<file path="src/rtl/dcnt_timer_pkg.sv">
package dcnt_timer_pkg;

    localparam int CNT_W  = 8;
    localparam int DATA_W = 8;
    localparam int ADDR_W = 2;

    localparam logic [ADDR_W-1:0] A_CTRL = 2'd0;
    localparam logic [ADDR_W-1:0] A_CNT  = 2'd1;
    localparam logic [ADDR_W-1:0] A_PSC  = 2'd2;

    typedef struct packed {
        logic       flag;
        logic       ie;
        logic       drive;
        logic       dout;
        logic       run;
        logic [2:0] ps;
    } ctrl_t;

    typedef enum logic [1:0] {
        ST_HALT  = 2'd0,
        ST_GATE  = 2'd1,
        ST_EVENT = 2'd2,
        ST_DRIVE = 2'd3
    } cnt_state_t;

endpackage

</file>
<file path="src/rtl/dcnt_pin_sync.sv">
module dcnt_pin_sync #(
    parameter int STAGES = 2
) (
    input  logic clk,
    input  logic rst_n,
    input  logic pin_raw,
    output logic pin_lvl,
    output logic pin_rise
);
    logic [STAGES-1:0] sync_q;
    logic              prev_q;

    always_ff @(posedge clk or negedge rst_n) begin
        if (!rst_n) begin
            sync_q <= '0;
            prev_q <= 1'b0;
        end else begin
            sync_q <= {sync_q[STAGES-2:0], pin_raw};
            prev_q <= sync_q[STAGES-1];
        end
    end

    assign pin_lvl  = sync_q[STAGES-1];
    assign pin_rise = sync_q[STAGES-1] & ~prev_q;
endmodule

</file>
<file path="src/rtl/dcnt_prescaler.sv">
module dcnt_prescaler #(
    parameter int PSC_W = 7,
    parameter int SEL_W = $clog2(PSC_W + 1)
) (
    input  logic             clk,
    input  logic             rst_n,
    input  logic             cnt_en,
    input  logic [SEL_W-1:0] sel,
    output logic [PSC_W-1:0] value,
    output logic             step
);
    localparam logic [PSC_W-1:0] RST_VAL = {PSC_W{1'b1}};

    logic [PSC_W-1:0] psc_q;
    logic [PSC_W-1:0] tap_mask;

    always_comb begin
        for (int i = 0; i < PSC_W; i++) begin
            tap_mask[i] = (i < int'(sel));
        end
    end

    always_ff @(posedge clk or negedge rst_n) begin
        if (!rst_n) begin
            psc_q <= RST_VAL;
        end else if (cnt_en) begin
            psc_q <= psc_q - 1'b1;
        end
    end

    assign value = psc_q;
    assign step  = cnt_en && ((psc_q & tap_mask) == '0);
endmodule

</file>
<file path="src/rtl/dcnt_counter.sv">
module dcnt_counter #(
    parameter int CNT_W = 8
) (
    input  logic             clk,
    input  logic             rst_n,
    input  logic             step,
    input  logic             load,
    input  logic [CNT_W-1:0] load_val,
    output logic [CNT_W-1:0] value,
    output logic             hit_zero
);
    localparam logic [CNT_W-1:0] RST_VAL = {CNT_W{1'b1}};
    localparam logic [CNT_W-1:0] ONE     = {{(CNT_W-1){1'b0}}, 1'b1};

    logic [CNT_W-1:0] cnt_q;

    always_ff @(posedge clk or negedge rst_n) begin
        if (!rst_n) begin
            cnt_q <= RST_VAL;
        end else if (load) begin
            cnt_q <= load_val;
        end else if (step) begin
            cnt_q <= cnt_q - 1'b1;
        end
    end

    // a load in the same cycle wins and suppresses the zero event
    assign value    = cnt_q;
    assign hit_zero = step && !load && (cnt_q == ONE);
endmodule

</file>
<file path="src/rtl/dcnt_mode_fsm.sv">
module dcnt_mode_fsm
    import dcnt_timer_pkg::*;
(
    input  logic       clk,
    input  logic       rst_n,
    input  logic       run_d,
    input  logic       drive_d,
    input  logic       dout_d,
    input  logic       strobe,
    input  logic       pin_lvl,
    input  logic       pin_rise,
    output cnt_state_t state,
    output logic       cnt_en
);
    cnt_state_t state_q;
    cnt_state_t state_d;

    always_comb begin
        if (!run_d) begin
            state_d = ST_HALT;
        end else if (drive_d) begin
            state_d = ST_DRIVE;
        end else if (dout_d) begin
            state_d = ST_GATE;
        end else begin
            state_d = ST_EVENT;
        end
    end

    always_ff @(posedge clk or negedge rst_n) begin
        if (!rst_n) begin
            state_q <= ST_HALT;
        end else begin
            state_q <= state_d;
        end
    end

    always_comb begin
        cnt_en = 1'b0;
        unique case (state_q)
            ST_HALT:  cnt_en = 1'b0;
            ST_GATE:  cnt_en = strobe & pin_lvl;
            ST_EVENT: cnt_en = pin_rise;
            ST_DRIVE: cnt_en = strobe;
            default:  cnt_en = 1'b0;
        endcase
    end

    assign state = state_q;
endmodule

</file>
<file path="src/rtl/dcnt_timer.sv">
module dcnt_timer
    import dcnt_timer_pkg::*;
#(
    parameter int PSC_W       = 7,
    parameter int SYNC_STAGES = 2
) (
    input  logic              clk,
    input  logic              rst_n,
    input  logic              tick_strobe,
    input  logic              pin_in,
    output logic              pin_out,
    output logic              pin_oe,
    input  logic [ADDR_W-1:0] bus_addr,
    input  logic              bus_wr,
    input  logic [DATA_W-1:0] bus_wdata,
    output logic [DATA_W-1:0] bus_rdata,
    output logic              irq
);
    localparam int SEL_W = $clog2(PSC_W + 1);

    ctrl_t            ctrl_q;
    ctrl_t            ctrl_d;
    logic [7:0]       ctrl_bits;
    logic [CNT_W-1:0] cnt_val;
    logic [PSC_W-1:0] psc_val;
    logic             pin_q;
    logic             pin_lvl;
    logic             pin_rise;
    logic             cnt_en;
    logic             step;
    logic             hit_zero;
    logic             ctrl_wr;
    logic             cnt_wr;
    logic             wr_zero;
    cnt_state_t       state;

    assign ctrl_wr = bus_wr && (bus_addr == A_CTRL);
    assign cnt_wr  = bus_wr && (bus_addr == A_CNT);
    assign wr_zero = cnt_wr && (bus_wdata == '0);

    dcnt_pin_sync #(.STAGES(SYNC_STAGES)) u_sync (
        .clk      (clk),
        .rst_n    (rst_n),
        .pin_raw  (pin_in),
        .pin_lvl  (pin_lvl),
        .pin_rise (pin_rise)
    );

    dcnt_mode_fsm u_fsm (
        .clk      (clk),
        .rst_n    (rst_n),
        .run_d    (ctrl_d.run),
        .drive_d  (ctrl_d.drive),
        .dout_d   (ctrl_d.dout),
        .strobe   (tick_strobe),
        .pin_lvl  (pin_lvl),
        .pin_rise (pin_rise),
        .state    (state),
        .cnt_en   (cnt_en)
    );

    dcnt_prescaler #(.PSC_W(PSC_W), .SEL_W(SEL_W)) u_psc (
        .clk    (clk),
        .rst_n  (rst_n),
        .cnt_en (cnt_en),
        .sel    (ctrl_q.ps[SEL_W-1:0]),
        .value  (psc_val),
        .step   (step)
    );

    dcnt_counter #(.CNT_W(CNT_W)) u_cnt (
        .clk      (clk),
        .rst_n    (rst_n),
        .step     (step),
        .load     (cnt_wr),
        .load_val (bus_wdata),
        .value    (cnt_val),
        .hit_zero (hit_zero)
    );

    // control register next value; hardware flag sets win over a clearing write
    always_comb begin
        ctrl_d = ctrl_q;
        if (ctrl_wr) begin
            ctrl_d = ctrl_t'(bus_wdata);
        end
        ctrl_d.flag = (ctrl_wr ? bus_wdata[7] : ctrl_q.flag) | hit_zero | wr_zero;
    end

    always_ff @(posedge clk or negedge rst_n) begin
        if (!rst_n) begin
            ctrl_q <= '0;
            pin_q  <= 1'b0;
        end else begin
            ctrl_q <= ctrl_d;
            if (ctrl_d.drive && ctrl_d.flag && !ctrl_q.flag) begin
                pin_q <= ctrl_d.dout;
            end
        end
    end

    assign ctrl_bits = ctrl_q;

    always_comb begin
        unique case (bus_addr)
            A_CTRL:  bus_rdata = ctrl_bits;
            A_CNT:   bus_rdata = cnt_val;
            A_PSC:   bus_rdata = DATA_W'(psc_val);
            default: bus_rdata = '0;
        endcase
    end

    assign pin_out = pin_q;
    assign pin_oe  = ctrl_q.drive;
    assign irq     = ctrl_q.flag & ctrl_q.ie;
endmodule

</file>
<file path="config.mk">
export PLATFORM = sky130hd
export DESIGN_NAME = dcnt_timer
export DESIGN_NICKNAME = d
export VERILOG_FILES = /design/src/rtl/dcnt_timer_pkg.sv /design/src/rtl/dcnt_pin_sync.sv /design/src/rtl/dcnt_prescaler.sv /design/src/rtl/dcnt_counter.sv /design/src/rtl/dcnt_mode_fsm.sv /design/src/rtl/dcnt_timer.sv
export SDC_FILE = /design/constraint.sdc
export NUM_CORES = 1
export LEC_CHECK = 0
export BUFFER_PORTS_ARGS = -buffer_cell sky130_fd_sc_hd__buf_4
export CAP_MARGIN = 20
export CORE_MARGIN = 3
export CORE_UTILIZATION = 30
export DETAILED_ROUTE_END_ITERATION = 6
export HOLD_SLACK_MARGIN = 0.02
export PLACE_DENSITY = 0.55
export SLEW_MARGIN = 20
export SYNTH_ARGS = -nofsm -noshare
export SYNTH_HDL_FRONTEND = slang
export SYNTH_HIERARCHICAL = 1
export SYNTH_SLANG_ARGS = --single-unit
</file>
<file path="constraint.sdc">
create_clock -name clk -period 5.44 [get_ports clk]
set_input_delay 0.272 -clock clk [delete_from_list [all_inputs] [get_ports clk]]
set_output_delay 0.272 -clock clk [all_outputs]
set_load 0.02 [all_outputs]
</file>
==> results_dict.tcl <==
set metrics [dict create \
    status "complete, no violations" \
    power.leakage_nw 0.816 \
    grt_overflow 0 \
    vias 1211 \
    syn_nets 169 \
    grt_antenna_before_repair 0 \
    rsz0062_at_grt "false" \
    ys_seq_area_share_pct 46.6 \
    tightest_slew_ns 0.511 \
    reg2reg_from "u_sync/sync_q[1]$_DFF_PN0_" \
    tns_ns 0 \
    maxCapViolations 0 \
    synth_area_um2 1600 \
    sequentialPowerShare_pct 49.3 \
    synthArstFlopShare_pct 100 \
    initial_core_util_pct 32.3 \
    power.share.clock_pct 20.3 \
    rows 25 \
    cts-root-buf "clkbuf_8" \
    final_core_util_pct 39.3 \
    grt_max_degree 30 \
    r2r_cells 11 \
    drv_slew 0 \
    first_global_vias 1240 \
    drcViolationCount 0 \
    portBuffers 25 \
    start_kind "register" \
    clk_pin_slew_ns 0.06 \
    core_um2 4940 \
    clkSinkCount 29 \
    min-delay-start "pin_in" \
    gr-usage-all-layers_pct 12.9 \
    worstPathRequired_ns 5.61 \
    via_per_inst 4.86 \
    synth_edf_count 0 \
    cts_inserted_buffers 5 \
    drt-total-wl_um 3700 \
    netlist-cell-type-count 47 \
    htreeDepth 2 \
    dp.final_hpwl_um 2830 \
    intPower_mw 0.531 \
    synth_top_area_share_pct 24.7 \
    dr.pass1.iters 4 \
    period_share_pct 63.3 \
    drt_iter0_markers 72 \
    drive_gt1_share_pct 33.0 \
    min_to "u_sync/sync_q[0]$_DFF_PN0_" \
    area_growth_pct 21.7 \
    wl_met3_um 144 \
    power.switching_mw 0.302 \
    worstHoldPathCells 1 \
    synth_flop_cell "dfstp_2" \
    synth_area_leaders "dfstp_2, dfrtp_1, mux2i_1, o21ai_0, mux2_2" \
    r2r-end "pin_out$_DFFE_PN0P_" \
    io_pins 26 \
    design_area_um2 1940 \
    ys_warn_count 6 \
    placed_cell_area_um2 1850 \
    synth-seq-cells 29 \
    grt_pass1_wl_um 6070 \
    wl_met2_um 1860 \
    rrSetupSlack_ns 2.00 \
    path_max_fanout 8 \
    hold_viol 0 \
    power_density_nw_per_um2 429 \
    syn_inst 151 \
    arrival_ns 3.61 \
    dieArea_um2 6230 \
    die_h_um 79.0 \
    place.gp.congestion 0.810 \
    highest_layer "met4" \
    wl_per_cell_um 14.9 \
    end_kind "register" \
    worst-setup-path-type "register to register" \
    holdWs_ns 0.0901 \
    tritoncts "yes" \
    yosys.area.top_type "dfstp_2" \
    ant_nets 0 \
    period_needed_ns 3.44 \
    cts_setup_buffers 0 \
    p_sw_share_pct 36.2 \
    setup_viol 0 \
    power_frac_comb_pct 30.4 \
    nets 199 \
    fin_skew_ns 0.00256 \
    clockBufferDepth 2 \
    avgSynthCellArea_um2 10.6 \
    slew_headroom_pct 65.9 \
    insertion_delay_ns 0.29 \
    wl_met1_um 1620 \
    fmax_mhz 290 \
    die_x_um 79.0 \
    ir_drop_mv 0.172 \
    antenna_cells 0 \
    hp-class "primary input to register" \
]
==> layer usage <==
metal  vias up  GRT usage, %
met4         0          6.19
met2        19          22.2
met5         -             0
met1       586          14.6
met3         7          3.85
li1        599             -
==> how the worst max path moves through the flow <==
| stage | start | endpoint | depth (start not counted) |
|---|---|---|---|
| 5_1_grt | u_sync/sync_q[1]$_DFF_PN0_ | pin_out$_DFFE_PN0P_ | 11 |
| 3_5_place_dp | u_sync/sync_q[1]$_DFF_PN0_ | pin_out$_DFFE_PN0P_ | 11 |
| 3_3_place_gp | u_sync/sync_q[1]$_DFF_PN0_ | pin_out$_DFFE_PN0P_ | 11 |
| 4_1_cts | u_sync/sync_q[1]$_DFF_PN0_ | pin_out$_DFFE_PN0P_ | 11 |
| 6_report | u_sync/sync_q[1]$_DFF_PN0_ | pin_out$_DFFE_PN0P_ | 11 |
| 2_1_floorplan | u_sync/sync_q[1]$_DFF_PN0_ | pin_out$_DFFE_PN0P_ | 11 |
==> timing repair <==
action | in CTS | in global routing
hold buffers | 1 | 0
resized for setup | 0 | 0
endpoints found under the hold margin | 14 | 0
==> logic make-up after synthesis <==
family / Yosys count / share of synthesized area, %
fa+ha+maj: 3 / 2.35
flops: 29 / 46.6
simple gates: 51 / 20.0
compound gates: 30 / 11.8
buf+inv: 12 / 3.13
xor+xnor: 10 / 5.49
mux: 16 / 10.6
==> power by group through the flow <==
stage / clock, mW / combinational (mW) / sequential, mW
2_1_floorplan: 0 / 0.170 / 0.390
6_report: 0.169 / 0.253 / 0.411
3_3_place_gp: 0 / 0.247 / 0.413
3_5_place_dp: 0 / 0.252 / 0.414
4_1_cts: 0.175 / 0.255 / 0.411
5_1_grt: 0.183 / 0.281 / 0.425
==> stage by stage <==
step | power, mW | setup WS, ns | cells
CTS | 0.841 | 2.00 | 249
detailed placement | 0.666 | 2.05 | 240
global placement | 0.659 | 2.14 | 240
floorplan | 0.560 | 2.43 | 151
global route | 0.890 | 1.70 | 249
finish | 0.833 | 2.00 | 249
==> critical path, cell delays in order, from the launching register on <==
cell and delay, ns:
dfrtp_1 0.39, nor2b_4 0.15, nand2_1 0.05, o21ai_1 0.36
nor4b_4 0.35, a32oi_1 0.18, a21oi_1 0.44, or4b_1 0.53
nor3_1 0.22, a21oi_1 0.09, a211oi_2 0.21, mux2_1 0.35
==> cell usage in the layout (no fill, tap or decap), types with 2 or more instances in the layout <==
cell type  Yosys  layout
dfstp_2       15      15
mux2i_1        9       9
nand3_1        5       5
dfrtp_1       14      14
xor2_1         4       4
nor4_1         2       2
clkbuf_1       1       2
buf_4          1      25
mux2_2         6       6
clkbuf_8       0       5
or4_1          2       2
nand2_1       17      17
nor2b_1        2       2
ha_1           3       3
o21ai_0       16      16
nor2_1         6       6
inv_1          9       9
nor3_1         2       2
a21oi_1        3       3
xnor2_1        6       6
==> final cells by class <==
class / instances / area, µm²
multi-input cells: 110 / 802
repair buffers: 26 / 198
clock inverters: 1 / 5.00
well taps: 67 / 83.8
fillers: 514 / 3000
inverters: 9 / 33.8
flip-flops and latches: 29 / 744
clock buffers: 7 / 76.3
==> state kept, by name (all words and copies together), names as in the netlist <==
register       flops
u_cnt/value        8
pin_out            1
pin_oe             1
u_sync/sync_q      2
u_sync/prev_q      1
u_psc/value        7
ctrl_bits          7
u_fsm/state        2
==> cell usage after synthesis (all sizes together), types with 2 or more instances <==
| library cell | instances |
|---|---|
| dfstp | 15 |
| dfrtp | 14 |
| o211ai | 2 |
| mux2i | 9 |
| nand3 | 5 |
| a21oi | 3 |
| nand2 | 18 |
| xnor2 | 6 |
| ha | 3 |
| mux2 | 7 |
| xor2 | 4 |
| or4 | 2 |
| o21ai | 17 |
| nor4 | 2 |
| nor3 | 2 |
| nor2 | 6 |
| nor2b | 3 |
| nor4b | 3 |
| buf | 2 |
| inv | 9 |
(Power assumes the default switching activity.)
